<file path="config.mk">
export PLATFORM = sky130hd
export DESIGN_NAME = irq_status_unit
export DESIGN_NICKNAME = d
export VERILOG_FILES = /design/src/rtl/isu_pkg.sv /design/src/rtl/isu_decode.sv /design/src/rtl/isu_regfile.sv /design/src/rtl/irq_status_unit.sv
export SDC_FILE = /design/constraint.sdc
export NUM_CORES = 1
export LEC_CHECK = 0
export ABC_AREA = 1
export BUFFER_PORTS_ARGS = -buffer_cell sky130_fd_sc_hd__buf_2
export CORE_AREA = 2 2 52 54
export DETAILED_ROUTE_END_ITERATION = 7
export DIE_AREA = 0 0 54 56
export PLACE_DENSITY = 0.87
export SLEW_MARGIN = 20
export SYNTH_ARGS = -nofsm -noshare
export SYNTH_HDL_FRONTEND = slang
export SYNTH_HIERARCHICAL = 1
export SYNTH_SLANG_ARGS = --single-unit
</file>
<file path="constraint.sdc">
create_clock -name clk -period 3.9 [get_ports clk]
set_input_delay 0.585 -clock clk [delete_from_list [all_inputs] [get_ports clk]]
set_output_delay 0.585 -clock clk [all_outputs]
set_load 0.02 [all_outputs]
</file>
<file path="src/rtl/isu_pkg.sv">
package isu_pkg;
    localparam int DATA_W = 32;

    localparam logic [3:0] OFF_STATUS  = 4'h0;
    localparam logic [3:0] OFF_MASK    = 4'h4;
    localparam logic [3:0] OFF_UNMASK  = 4'h8;
    localparam logic [3:0] OFF_SETMASK = 4'hC;

    typedef enum logic [2:0] {
        SEL_STATUS,
        SEL_MASK,
        SEL_UNMASK,
        SEL_SETMASK,
        SEL_NONE
    } reg_sel_e;

    typedef struct packed {
        logic     rd;
        logic     wr;
        reg_sel_e sel;
    } access_t;
endpackage

</file>
<file path="src/rtl/isu_decode.sv">
module isu_decode
    import isu_pkg::*;
#(
    parameter int ADDR_W = 8
) (
    input  logic              req,
    input  logic              we,
    input  logic [ADDR_W-1:0] addr,
    input  logic [3:0]        wstrb,
    output access_t           acc
);
    logic     in_range;
    logic     aligned;
    reg_sel_e sel;

    always_comb begin
        in_range = (addr[ADDR_W-1:4] == '0);
        aligned  = (addr[1:0] == 2'b00);
        sel      = SEL_NONE;
        if (in_range && aligned) begin
            case (addr[3:2])
                2'd0:    sel = SEL_STATUS;
                2'd1:    sel = SEL_MASK;
                2'd2:    sel = SEL_UNMASK;
                default: sel = SEL_SETMASK;
            endcase
        end
        acc.rd  = req && !we;
        acc.wr  = req && we && (wstrb == 4'hF) && (sel != SEL_NONE);
        acc.sel = sel;
    end
endmodule

</file>
<file path="src/rtl/isu_regfile.sv">
module isu_regfile
    import isu_pkg::*;
#(
    parameter int NUM_SRC = 4
) (
    input  logic              clk,
    input  logic              rst_n,
    input  logic [NUM_SRC-1:0] evt_i,
    input  access_t           acc_i,
    input  logic [DATA_W-1:0] wdata_i,
    output logic              rvalid_o,
    output logic [DATA_W-1:0] rdata_o,
    output logic              irq_o
);
    typedef struct packed {
        logic [NUM_SRC-1:0] status;
        logic [NUM_SRC-1:0] mask;
        logic               irq;
        logic               rvalid;
        logic [DATA_W-1:0]  rdata;
    } state_t;

    state_t st_d, st_q;
    logic [NUM_SRC-1:0] clr_d;
    logic [NUM_SRC-1:0] wbits;
    logic               unused_wdata_hi;

    assign wbits           = wdata_i[NUM_SRC-1:0];
    assign unused_wdata_hi = ^wdata_i[DATA_W-1:NUM_SRC];

    always_comb begin
        st_d  = st_q;
        clr_d = '0;
        if (acc_i.wr) begin
            case (acc_i.sel)
                SEL_STATUS:  clr_d = wbits;
                SEL_UNMASK:  st_d.mask = st_q.mask & ~wbits;
                SEL_SETMASK: st_d.mask = st_q.mask | wbits;
                default:     ;
            endcase
        end
        st_d.status = (st_q.status & ~clr_d) | evt_i;
        st_d.irq    = |(st_q.status & ~st_q.mask);
        st_d.rvalid = acc_i.rd;
        st_d.rdata  = '0;
        if (acc_i.rd) begin
            case (acc_i.sel)
                SEL_STATUS: st_d.rdata = DATA_W'(st_q.status);
                SEL_MASK:   st_d.rdata = DATA_W'(st_q.mask);
                default:    st_d.rdata = '0;
            endcase
        end
    end

    always_ff @(posedge clk) begin
        if (!rst_n) begin
            st_q.status <= '0;
            st_q.mask   <= '1;
            st_q.irq    <= 1'b0;
            st_q.rvalid <= 1'b0;
            st_q.rdata  <= '0;
        end else begin
            st_q <= st_d;
        end
    end

    assign rvalid_o = st_q.rvalid;
    assign rdata_o  = st_q.rdata;
    assign irq_o    = st_q.irq;

    AST_STATUS_STICKY: assert property (@(posedge clk) disable iff (!rst_n)
        !(acc_i.wr && acc_i.sel == SEL_STATUS) |=> ((st_q.status & $past(st_q.status)) == $past(st_q.status)))
        else $error("status bit fell without a clear");
    AST_EVENT_WINS: assert property (@(posedge clk) disable iff (!rst_n)
        (|evt_i) |=> ((st_q.status & $past(evt_i)) == $past(evt_i)))
        else $error("event pulse lost");
    AST_MASK_NO_DIRECT: assert property (@(posedge clk) disable iff (!rst_n)
        !(acc_i.wr && (acc_i.sel == SEL_UNMASK || acc_i.sel == SEL_SETMASK)) |=> $stable(st_q.mask))
        else $error("mask changed without a command");
    AST_MASKED_QUIET: assert property (@(posedge clk) disable iff (!rst_n)
        (&st_q.mask) |=> !st_q.irq)
        else $error("irq raised while fully masked");
endmodule

</file>
<file path="src/rtl/irq_status_unit.sv">
module irq_status_unit
    import isu_pkg::*;
#(
    parameter int NUM_SRC = 4,
    parameter int ADDR_W  = 8
) (
    input  logic               clk,
    input  logic               rst_n,
    input  logic [NUM_SRC-1:0] evt_i,
    input  logic               bus_req,
    input  logic               bus_we,
    input  logic [ADDR_W-1:0]  bus_addr,
    input  logic [3:0]         bus_wstrb,
    input  logic [DATA_W-1:0]  bus_wdata,
    output logic               bus_rvalid,
    output logic [DATA_W-1:0]  bus_rdata,
    output logic               irq_o
);
    access_t acc;

    isu_decode #(.ADDR_W(ADDR_W)) u_decode (
        .req   (bus_req),
        .we    (bus_we),
        .addr  (bus_addr),
        .wstrb (bus_wstrb),
        .acc   (acc)
    );

    isu_regfile #(.NUM_SRC(NUM_SRC)) u_regs (
        .clk      (clk),
        .rst_n    (rst_n),
        .evt_i    (evt_i),
        .acc_i    (acc),
        .wdata_i  (bus_wdata),
        .rvalid_o (bus_rvalid),
        .rdata_o  (bus_rdata),
        .irq_o    (irq_o)
    );

    AST_CMD_READ_ZERO: assert property (@(posedge clk) disable iff (!rst_n)
        (bus_req && !bus_we && (bus_addr == ADDR_W'(OFF_UNMASK) || bus_addr == ADDR_W'(OFF_SETMASK)))
        |=> (bus_rvalid && bus_rdata == '0))
        else $error("command register read nonzero");
    AST_BAD_READ_ZERO: assert property (@(posedge clk) disable iff (!rst_n)
        (bus_req && !bus_we && bus_addr[1:0] != 2'b00) |=> (bus_rdata == '0))
        else $error("misaligned read returned data");
endmodule

</file>
==> reports/metrics.yaml <==
final_layout:
  layout-drive-gt1-share: 0.252
  antenna_cells: 0
  syn_to_final_growth_pct: 8.82
  nNetsFinal: 212
sta:
  hold-worst-slack_ps: 480
  clock_skew_ps: 2.48
  maxSlewViolCount: 0
  period_share: 0.443
  post-route-min-period_ps: 1730
  timing_hold_violations_final: 0
  setup_violations: 0
  fmax_mhz: 579
  rsz0062_at_grt: "no"
  setup-tns-final_ps: 0
grt:
  grt_pass1_wl_um: 2480
  antenna_found_initial: 0
  grt_pass1_vias: 665
  grt_start_max_net_pins: 10
  grt_usage: 0.109
  overflow: 0
logic_synthesis:
  netlist.top_cell.by_area: "dfxtp_1"
  synth_cell_types: 14
  yosys_warnings: 6
  synth-simple-area-share: 0.258
  synth_ff_type: "dfxtp_1"
  netlist_top_cells_area: "dfxtp_1 (31%), buf_4 (26%), nand3_1 (9.4%)"
  synth-async-reset-ratio: 0
  syn_area_um2: 908
  synth_fa_ha_area_frac: 0
  synthCells: 131
  ys_ff_latch: 14
  synthMuxAreaShare: 0
  synth_xor_area_frac: 0
  post-synth-top-count-cell: "buf_4"
  synth_top_family_by_area: "buffers and inverters"
  yosysTopAreaCellShare: 0.309
  postSynthAreaPerCell_um2: 6.93
  ys_seq_area_frac: 0.309
  synth_edf_count: 0
  synthTopCellsByCount: "buf_4 (32), inv_1 (20), nand2_1 (18)"
  synth-compound-area-share: 0.0785
setup_path:
  worstPathCellList: "buf_2 > nor2_1 > nand3_2 > nor2_1 > inv_2 > nor3_4 > nand2_1 > a21oi_1"
  worst-path-buf-inv: 2
  cp_max_fo: 9
  path_delay_family: "simple AND/OR/NAND/NOR gates"
  start_kind: "input port"
  critPathRequiredTime_ps: 4100
  cp_slowest_stage_delay_ps: 380
  cp_slowest_cell: "nor2_1"
  crit_type: "in2reg"
  cpMostUsedCell: "nor2_1"
  cp-end-kind: "flop"
  cp_data_arrival_time_ps: 1930
clocking:
  cts_htree_levels: 1
  cts_made_buffers: 3
  cts.repair.resized: 0
  path_clk_slew_ps: 80
  clock-root-buffer: "clkbuf_4"
  tritoncts: "built"
  ctsHoldBuffers: 0
  cts_buffer_depth: 2
  clkLatencyLatePin_ps: 270
  postCtsSetupBuffers: 0
  numClockSinks: 14
routing:
  antenna_left: 0
  drc: 0
  via_per_inst: 4.06
  drt_iter0_markers: 24
  wire_per_inst_um: 8.35
  wirelength_um: 1580
  via_count: 768
  drt_first_pass_iters: 4
run_status:
  status: "complete, no violations"
floorplan:
  dieHeight_um: 56
  io_pins: 86
  fp-row-count: 18
  coreArea_mm2: 0.00243
  start_util: 0.373
  dieWidth_um: 54
  die_area_mm2: 0.00302
power:
  power_mw: 0.298
  p_leak_nw: 0.546
  ir_worst_vdd_v: 0.000125
  power.density_mw_per_mm2: 301
placed_design:
  dp_hpwl_um: 1310
  gp_congestion: 0.862
  portBuffers: 29
worst_hold_path:
  holdCritPathClass: "reg2reg"
run:
  drv_cap: 0
## routing by layer
| layer | track usage | part of all wire |
|---|---|---|
| met2 | 0.183 | 0.51 |
| met1 | 0.116 | 0.38 |
| met3 | 0.0430 | 0.10 |
| met4 | 0.0464 | 0.0082 |
| met5 | 0 | 0 |
## cells in the final DEF, fill, tap and decap left out
cell type / Yosys / routed
o22ai_1: 1 / 1
nand3_1: 17 / 17
nand3_2: 1 / 1
clkbuf_8: 0 / 1
inv_1: 20 / 20
a21oi_1: 8 / 8
nor2_2: 4 / 4
nor2_1: 8 / 8
inv_2: 1 / 1
buf_2: 0 / 29
conb_1: 1 / 28
o21ai_0: 5 / 5
clkbuf_4: 0 / 3
nand2_1: 18 / 18
dfxtp_1: 14 / 14
nor3_4: 1 / 1
## where the power goes
group	internal, mW	total [mW]	switching, mW
registers	0.146	0.148	0.00224
clock network	0.0567	0.102	0.0450
logic	0.0122	0.0476	0.0354
total	0.215	0.298	0.0827
## path summary, 6_finish.rpt
path | cells after the start | slack, ps | start | to
worst max-delay path | 8 | 2170 | bus_addr[1] | u_regs/rdata_o[2]
worst min register to register | 2 | 480 | u_regs/st_q[41] | u_regs/st_q[41]
worst max register to register | 5 | 3110 | flop | u_regs/irq_o
worst min-delay path | 2 | 480 | u_regs/st_q[41] | u_regs/st_q[41]
## tightest hold or removal path, stage by stage (launching register included)
cell and delay, ps:
dfxtp_1 330, nand2_1 60, a21oi_1 50
## through the flow
stage | cells | worst slack [ps] | util | area, um^2
CTS | 189 | 2200 | 0.406 | 988
finish | 189 | 2170 | 0.406 | 988
detailed placement | 185 | 1920 | 0.391 | 952
floorplan | 158 | 2230 | - | 1010
global placement | 185 | 1960 | 0.391 | 952
global route | 189 | 2050 | 0.406 | 988
## layout make-up
class	instances	area (um^2)
fill	255	1440
multi-input combinational	91	410
timing repair buffer	29	145
sequential	14	280
tap	30	37.5
clock buffer	4	36.3
inverter	21	78.8
## kinds of logic (layout without fill, tap and decap cells)
group                  after synthesis  after routing
flip-flops                          14             14
AO/OA/AOI/OAI                       14             14
AND/OR/NAND/NOR                     49             49
buffers and inverters               53             54
other                                1             28
No activity file was read; power rests on OpenSTA's default activity.
